### src/rtl/wrap_burst_reader.sv
`timescale 1ns/1ps
module wrap_burst_reader #(
  parameter int ADDR_W    = 16,
  parameter int DATA_W    = 16,
  parameter int CFG_W     = 9,
  parameter int MAX_WORDS = 128
) (
  input  logic              clk,
  input  logic              rst_n,
  input  logic              cfg_we,
  input  logic [CFG_W-1:0]  cfg_wdata,
  input  logic              chip_en,
  input  logic              out_en,
  input  logic              addr_strobe,
  input  logic [ADDR_W-1:0] host_addr,
  output logic              arr_rd,
  output logic [ADDR_W-1:0] arr_addr,
  input  logic [DATA_W-1:0] arr_data,
  output logic [DATA_W-1:0] host_data,
  output logic              rdy
);
  localparam int CNT_W = $clog2(MAX_WORDS + 1);
  localparam logic [CFG_W-1:0] CFG_RST = CFG_W'(9'h040);

  typedef enum logic [1:0] {IDLE, LAT, RUN} st_t;

  logic [CFG_W-1:0]  cfg;
  st_t               st;
  logic [3:0]        lat_cnt;
  logic [ADDR_W-1:0] start_a;
  logic [4:0]        off, mask;
  logic [CNT_W-1:0]  issued;
  logic              vld_q;
  logic              neg_rdy;
  logic [DATA_W-1:0] neg_data;

  wire sync_en   = cfg[8];
  wire rdy_early = cfg[7];
  wire rdy_hi    = cfg[6];
  wire fall_edge = cfg[5];

  wire go   = addr_strobe && chip_en && sync_en;
  wire drop = (st != IDLE) && !(chip_en && out_en);

  assign arr_addr = {start_a[ADDR_W-1:5], (start_a[4:0] & ~mask) | (off & mask)};

  always_ff @(posedge clk or negedge rst_n) begin
    if (!rst_n) begin
      cfg     <= CFG_RST;
      st      <= IDLE;
      lat_cnt <= '0;
      start_a <= '0;
      off     <= '0;
      mask    <= 5'd7;
      issued  <= '0;
      arr_rd  <= 1'b0;
      vld_q   <= 1'b0;
    end else begin
      if (cfg_we) cfg <= cfg_wdata;
      vld_q <= arr_rd;
      if (go) begin
        st      <= LAT;
        start_a <= host_addr;
        off     <= host_addr[4:0];
        mask    <= (cfg[4:3] == 2'b00) ? 5'd7 : (cfg[4:3] == 2'b01) ? 5'd15 : 5'd31;
        lat_cnt <= 4'(cfg[2:0]) + 4'(host_addr[0]);
        issued  <= '0;
        arr_rd  <= 1'b0;
        vld_q   <= 1'b0;
      end else if (drop) begin
        st     <= IDLE;
        issued <= '0;
        arr_rd <= 1'b0;
        vld_q  <= 1'b0;
      end else begin
        case (st)
          LAT: begin
            if (lat_cnt == 4'd0) begin
              st     <= RUN;
              arr_rd <= 1'b1;
              issued <= CNT_W'(1);
            end else begin
              lat_cnt <= lat_cnt - 4'd1;
            end
          end
          RUN: begin
            if (issued == CNT_W'(MAX_WORDS)) begin
              st     <= IDLE;
              arr_rd <= 1'b0;
            end else begin
              off    <= off + 5'd1;
              issued <= issued + CNT_W'(1);
            end
          end
          default: ;
        endcase
      end
    end
  end

  wire rdy_int = rdy_early ? arr_rd : vld_q;

  always_ff @(negedge clk or negedge rst_n) begin
    if (!rst_n) begin
      neg_rdy  <= 1'b0;
      neg_data <= '0;
    end else begin
      neg_rdy  <= rdy_int;
      neg_data <= arr_data;
    end
  end

  wire rdy_lvl = fall_edge ? neg_rdy : rdy_int;
  assign host_data = fall_edge ? neg_data : arr_data;
  assign rdy       = rdy_hi ? rdy_lvl : ~rdy_lvl;

  AST_WRAP_STEP: assert property (@(posedge clk) disable iff (!rst_n)
    arr_rd && $past(arr_rd) && $past(st == RUN) |->
      (arr_addr == $past(arr_addr) + ADDR_W'(1)) || (arr_addr == $past(arr_addr) - ADDR_W'(mask)));
  AST_IN_WINDOW: assert property (@(posedge clk) disable iff (!rst_n)
    arr_rd && $past(arr_rd) |-> arr_addr[ADDR_W-1:6] == $past(arr_addr[ADDR_W-1:6]));
  AST_WORD_CAP: assert property (@(posedge clk) disable iff (!rst_n)
    st == RUN && issued == CNT_W'(MAX_WORDS) && !go && !drop |=> !arr_rd);
  AST_VALID_AFTER_READ: assert property (@(posedge clk) disable iff (!rst_n)
    vld_q |-> $past(arr_rd));
  AST_ASYNC_IDLE: assert property (@(posedge clk) disable iff (!rst_n)
    !sync_en && st == IDLE |=> st == IDLE && !arr_rd);
  AST_ABORT: assert property (@(posedge clk) disable iff (!rst_n)
    drop && !go |=> !vld_q && !arr_rd);
  AST_RESTART: assert property (@(posedge clk) disable iff (!rst_n)
    go |=> st == LAT && !arr_rd && !vld_q);
endmodule

### config.mk
export PLATFORM = sky130hd
export DESIGN_NAME = wrap_burst_reader
export DESIGN_NICKNAME = d
export VERILOG_FILES = /design/src/rtl/wrap_burst_reader.sv
export SDC_FILE = /design/constraint.sdc
export NUM_CORES = 1
export LEC_CHECK = 0
export ABC_AREA = 1
export BUFFER_PORTS_ARGS = -buffer_cell sky130_fd_sc_hd__buf_4
export CAP_MARGIN = 20
export CORE_MARGIN = 1.5
export CORE_UTILIZATION = 57
export CTS_CLUSTER_SIZE = 16
export DETAILED_ROUTE_END_ITERATION = 16
export GPL_TIMING_DRIVEN = 0
export PLACE_DENSITY = 0.84
export SKIP_CTS_REPAIR_TIMING = 1
export SLEW_MARGIN = 30
export SYNTH_ARGS = -nofsm -noshare
export SYNTH_HDL_FRONTEND = slang
export SYNTH_SLANG_ARGS = --single-unit
### constraint.sdc
create_clock -name clk -period 2.75 [get_ports clk]
set_input_delay 0.1375 -clock clk [delete_from_list [all_inputs] [get_ports clk]]
set_output_delay 0.1375 -clock clk [all_outputs]
set_load 0.01 [all_outputs]
; After elaboration in Yosys (flattened, before gate mapping)
; Cells that the tools add are included.
; Widths: inputs -> output; s select.
[classes]
n_addsub = 4
n_eq_ne = 10
mux = 31
bitwise_logic = 5
n_reduce_logical = 15
[op_table]
columns = cell, count
row1 = $mux 8, 4
row2 = $mux 5, 6
row3 = $mux 16, 1
row4 = $mux 4, 4
row5 = $pmux 8 s2, 1
row6 = $ne 4x4->1 const B, 3
row7 = $reduce_and 3->1, 4
row8 = $and 5x5->5, 2
row9 = $mux 1, 9
row10 = $add 8x1->8 const B, 1
row11 = $eq 8x8->1 const B, 1
row12 = $mux 2, 4
row13 = $ne 2x2->1 const B, 3
row14 = $reduce_bool 2->1, 3
row15 = $add 5x1->5 const B, 1
row16 = $not 5->5, 1
row17 = $or 5x5->5, 1
row18 = $add 3x1->4, 1
row19 = $eq 2x1->1 const B, 2
row20 = $logic_and 1x1->1, 4
row21 = $logic_not 4->1, 1
row22 = $pmux 2 s2, 1
row23 = $reduce_bool 4->1, 1
row24 = $sub 4x1->4 const B, 1
row25 = 5 further kinds, 5
[word_totals]
ff_bits = 68
elab_cells = 76

; Longest topological paths before layout
; Gate-level depths: netlist of the first run.
[logic_depth]
word_depth = 5
mapped_depth = 10

==> impl_metrics.tcl, run 1 <==
set metrics [dict create \
    place_congestion 0.842 \
    clockBufferDepth 2 \
    dominantRegCellSynth "dfrtp_1" \
    cts_tree "yes" \
    synth_cells 376 \
    ys_seq_area_share_pct 49.9 \
    grt_max_degree 62 \
    crit_fanout 1 \
    yosys.area.top_type "dfrtp_1" \
    min_path_type "in -> reg" \
    syn_avg_cell_area_sq_um 8.14 \
    clock-sinks 61 \
    syn2layout_area_growth_pct 29.9 \
    die-area_sq_um 5820 \
    whs_ns -0.00580 \
    wirelength_um 6830 \
    hold_viol 3 \
    ys_top_cells_by_count "166 x nand2_1, 43 x dfrtp_1, 27 x nand3_1" \
    antenna_cells 0 \
    ant_nets 0 \
    crit_required_ns 2.61 \
    die_x_um 76.3 \
    gr-total-overflow 0 \
    layout.nets 527 \
    stdcell_count 546 \
    final_cell_area_sq_um 3980 \
    place_inst 526 \
    drc 0 \
    startpoint_type "register" \
    syn_area_sq_um 3060 \
    grtUsageMet1_pct 31.5 \
    path_clk_slew_ns 0.07 \
    status "finished, violations left" \
    leakagePower_nw 2.16 \
    path_class "reg -> out" \
    port_buffers 80 \
    end_kind "output port" \
    finalSetupViolCount 0 \
    p_total_mw 3.01 \
    root_buffer "clkbuf_8" \
    dpl.hpwl_um 4800 \
    busiest_layer "met2" \
    routed_via_density 4.89 \
    grt_antenna_before_repair 0 \
    rsz0062_at_grt "false" \
    drt_iter0_drc 154 \
    synth_cell_types 26 \
    wl_per_cell_um 12.5 \
    violations "hold timing" \
    clock-skew-final_ns 0.00990 \
    synth.area.top_cells "dfrtp_1 35%, nand2_1 20%, dfrtn_1 14%" \
    num_vias 2668 \
    core-area_sq_um 5140 \
    peakVddDrop_uv 543 \
    grt_util_all_layers_pct 25.5 \
    yosysTopAreaCellShare_pct 35.2 \
    async_flop_share_pct 100 \
    placed_cell_area_sq_um 3750 \
    rows 26 \
    critical_path_arrival_ns 2.55 \
    p_per_area_nw_per_um2 757 \
    synth.most_common_cell "nand2_1" \
    cts_htree_levels 3 \
    drv_slew 0 \
    syn-num-nets 432 \
    max-slew-margin-rel_pct 50.3 \
    drive_above_1_share_pct 29.4 \
    ios 81 \
    synth_edf_count 0 \
    yosysWarnings 0 \
    tightest_slew_ns 0.745 \
    start_util_pct 59.5 \
    drtPass1Iterations 4 \
    synth-seq-cells 61 \
    grt_pass1_vias 2651 \
    use_met3_pct 6.11 \
    cap_viol_max_count 0 \
    numCtsBuffers 9 \
    die_y_um 76.3 \
    use_met2_pct 43.7 \
    insertion_delay_ns 0.34 \
    grt_pass1_wl_um 11800 \
]
-- worst paths after layout --
path	start	endpoint	slack, ns	cells after the start
max	neg_rdy	rdy	0.07	3
min	host_addr[14]	start_a[14]	-0.006	3
max reg2reg	arr_rd	neg_rdy	0.63	2
min reg2reg	start_a[15]	start_a[15]	0.48	2
max in group asynchronous	rst_n	neg_data[6]	0.56	2
min in group asynchronous	rst_n	cfg[2]	0.41	2
-- per-stage QoR --
stage / setup slack (ns) / setup TNS (ns) / utilization [%]
after floorplan: 0.515 / 0 / -
after global routing: 0.000626 / 0 / 77.3
after CTS: -0.0229 / -0.0229 / 76.6
after detailed placement: 0.368 / 0 / 72.9
final: 0.0670 / 0 / 77.3
after global placement: 0.400 / 0 / 72.9
-- cell type report --
type / count / area (sq um)
Sequential cell: 61 / 1530
Clock buffer: 13 / 169
Multi-Input combinational cell: 266 / 1270
Fill cell: 393 / 1160
Timing Repair Buffer: 84 / 641
Buffer: 24 / 165
Tap cell: 70 / 87.6
Inverter: 25 / 93.8
Clock inverter: 3 / 17.5
-- registers in the layout (all words and copies together) (netlist names) --
register,cells
lat_cnt,4
neg_data,16
cfg,9
off,5
issued,8
vld_q,1
st,1
mask,2
neg_rdy,1
arr_rd,1
start_a,13
-- cell families (layout without fill, tap and decap cells) --
group / after synthesis / in the layout / share of synthesized area, %
adders and majority gates: 9 / 9 / 3.68
xor gates and xnor gates: 5 / 5 / 1.43
muxes: 5 / 5 / 1.84
and+or+nand+nor: 223 / 223 / 30.7
DFF: 61 / 61 / 49.9
buffers and inverters: 49 / 149 / 8.46
AOI/OAI and AO/OA: 24 / 24 / 3.92
-- worst max-delay path, cell delays in order (launching register included) --
cell and delay [ns]:
dfrtn_1 0.34, o21ai_1 0.21, xor2_1 0.16, buf_4 0.13
-- layer usage --
layer | share of wire [%] | vias to the layer above | wire, um
met5 | 0 | - | 0
met4 | 1.5 | 0 | 103
met3 | 4.8 | 10 | 326
met2 | 51 | 80 | 3490
met1 | 43 | 1224 | 2910
li1 | - | 1354 | -
-- placed cells by master, fill, tap and decap left out, types with 3 or more instances in the layout --
cell	count
buf_2	6
buf_4	96
clkbuf_8	12
dfrtn_1	17
dfrtp_1	43
dlygate4sd3_1	4
ha_1	9
inv_1	22
inv_2	3
mux2_2	5
nand2_1	166
nand2_2	4
nand2_4	4
nand3_1	27
nor2_1	13
nor2_2	3
o21ai_0	21
xor2_1	3
-- report_power, final --
group	internal, mW	switching, mW
sequential	1.07	0.125
combinational	0.490	0.581
clock	0.401	0.346
total	1.96	1.05
Note: power is estimated with default switching activity, not from simulation.
==> run 2: changes to the inputs <==
- RECOVER_POWER: default -> 100
- TNS_END_PERCENT: default -> 50
==> run 2 against run 1 <==
Net effect:
- the run still ends with hold timing left
- critical path depth unchanged
- clock power about the same
- die area unchanged
- clock skew is essentially flat
- worst setup slack about the same
- sequential power barely moved
- critical path type unchanged
- critical endpoint unchanged
- largest cell class unchanged
==> impl_metrics.tcl, run 2 (synthesis gave the netlist of run 1 again) <==
set metrics [dict create \
    grt_util_all_layers_pct 25.5 \
    tightest_slew_ns 0.735 \
    hold_viol 5 \
    startpoint_type "register" \
    layout_commonest_cell "nand2_1" \
    worstReg2RegEnd "neg_rdy" \
    cts_tree "yes" \
    rsz0062_at_grt "false" \
    cts_htree_levels 3 \
    hold_end "start_a[14]" \
    syn2layout_area_growth_pct 24.8 \
    power_frac_seq_pct 40.8 \
    combPwrFrac_pct 33.5 \
    p_sw_share_pct 35.3 \
    hold_start "host_addr[14]" \
    reg2reg_slack_ns 0.64 \
    min_path_type "in -> reg" \
    clock_power_share_pct 25.7 \
    insertion_delay_ns 0.33 \
    drive_above_1_share_pct 20.4 \
    intPower_mw 1.89 \
    routed_via_density 4.96 \
    layout.nets 527 \
    whs_ns -0.00734 \
    path_class "reg -> out" \
    ff2ff_path_depth 2 \
    dpl.hpwl_um 4800 \
    grt_pass1_vias 2651 \
    violations "hold timing" \
    crit_slowest_cell "dfrtn_1" \
    p_total_mw 2.91 \
    top_register "neg_data" \
    gr-total-overflow 0 \
    r2r_start "arr_rd" \
    die-area_sq_um 5820 \
    core-area_sq_um 5140 \
    crit_fanout 1 \
    grt_pass1_wl_um 11800 \
    port_buffers 80 \
    clock-sinks 61 \
    p_sw_mw 1.03 \
    peakVddDrop_uv 537 \
    finalSetupViolCount 0 \
    die_x_um 76.3 \
    drtPass1Iterations 4 \
    drt_iter0_drc 155 \
    critPathMaxStageDelay_ns 0.34 \
    drc 0 \
    die_y_um 76.3 \
    hold_depth 3 \
    status "finished, violations left" \
    crit_required_ns 2.61 \
    ios 81 \
    grt_max_degree 62 \
    critical_path_arrival_ns 2.55 \
    leakagePower_nw 2.04 \
    path_cells "o21ai_1 > xor2_1 > buf_4" \
    p_per_area_nw_per_um2 763 \
    clock-skew-final_ns 0.00992 \
    wirelength_um 6800 \
    grt_antenna_before_repair 0 \
    num_vias 2706 \
    antenna_cells 0 \
    drv_slew 0 \
    start_util_pct 59.5 \
    reg_top3 "neg_data: 16 flops, start_a: 13 flops, cfg: 9 flops" \
    final_util_pct 74.3 \
    rows 26 \
    nFillCells 445 \
    end_kind "output port" \
    root_buffer "clkbuf_8" \
    clockBufferDepth 2 \
    max-slew-margin-rel_pct 51.0 \
    wl_per_cell_um 12.5 \
    place_congestion 0.842 \
    ant_nets 0 \
    numCtsBuffers 9 \
    path_clk_slew_ns 0.07 \
    largest_register_ffs 16 \
    final_cell_mix "173 x nand2_1, 46 x buf_4, 43 x dfrtp_1" \
    cap_viol_max_count 0 \
]
-- run 2: final cells by class --
class | instances | area, sq um | share of cell area [%]
clock buffer | 13 | 169 | 4.42
inverter | 25 | 93.8 | 2.46
multi-input combinational | 266 | 1230 | 32.2
tap | 70 | 87.6 | 2.29
clock inverter | 3 | 17.5 | 0.459
sequential | 61 | 1530 | 40.0
buffer | 24 | 160 | 4.19
timing repair buffer | 84 | 532 | 13.9
-- run 2: power by group through the flow --
stage | sequential (mW) | combinational, mW | clock, mW
after CTS | 1.19 | 1.07 | 0.761
after floorplan | 1.17 | 0.712 | 0
after detailed placement | 1.20 | 1.07 | 0
final | 1.19 | 0.976 | 0.749
after global routing | 1.21 | 1.12 | 0.805
after global placement | 1.19 | 1.03 | 0
-- run 2: worst max path at each step --
stage               startpoint  slack [ns]  depth (start not counted)  endpoint
finish                 neg_rdy        0.07                          3       rdy
global route           neg_rdy      0.0006                          3       rdy
CTS                    neg_rdy       -0.02                          3       rdy
detailed placement     neg_rdy        0.37                          3       rdy
global placement       neg_rdy        0.40                          3       rdy
floorplan              neg_rdy        0.51                          2       rdy
-- run 2: layer usage --
layer	share of wire, %	GRT usage, %	vias to the layer above
met5	0	0	-
met4	1.7	8.89	0
li1	-	-	1356
met2	51	43.7	91
met3	5.9	6.11	13
met1	42	31.5	1246
-- run 2: stage by stage --
stage | hold slack, ns | setup TNS, ns | instances | worst slack (ns) | instance area (sq um)
6_report | -0.00734 | 0 | 546 | 0.0668 | 3820
5_1_grt | 0.00956 | 0 | 546 | 0.000559 | 3820
4_1_cts | -0.110 | -0.0229 | 542 | -0.0229 | 3940
3_5_place_dp | 0.256 | 0 | 526 | 0.368 | 3750
3_3_place_gp | 0.258 | 0 | 526 | 0.400 | 3750
2_1_floorplan | -0.158 | 0 | 376 | 0.515 | 3060
-- run 2: critical path, delay by kind of cell (launching register included) --
family	cells	cell delay [ns]
DFF	1	0.34
AOI/OAI and AO/OA	1	0.21
xor gates and xnor gates	1	0.16
buffers and inverters	1	0.13
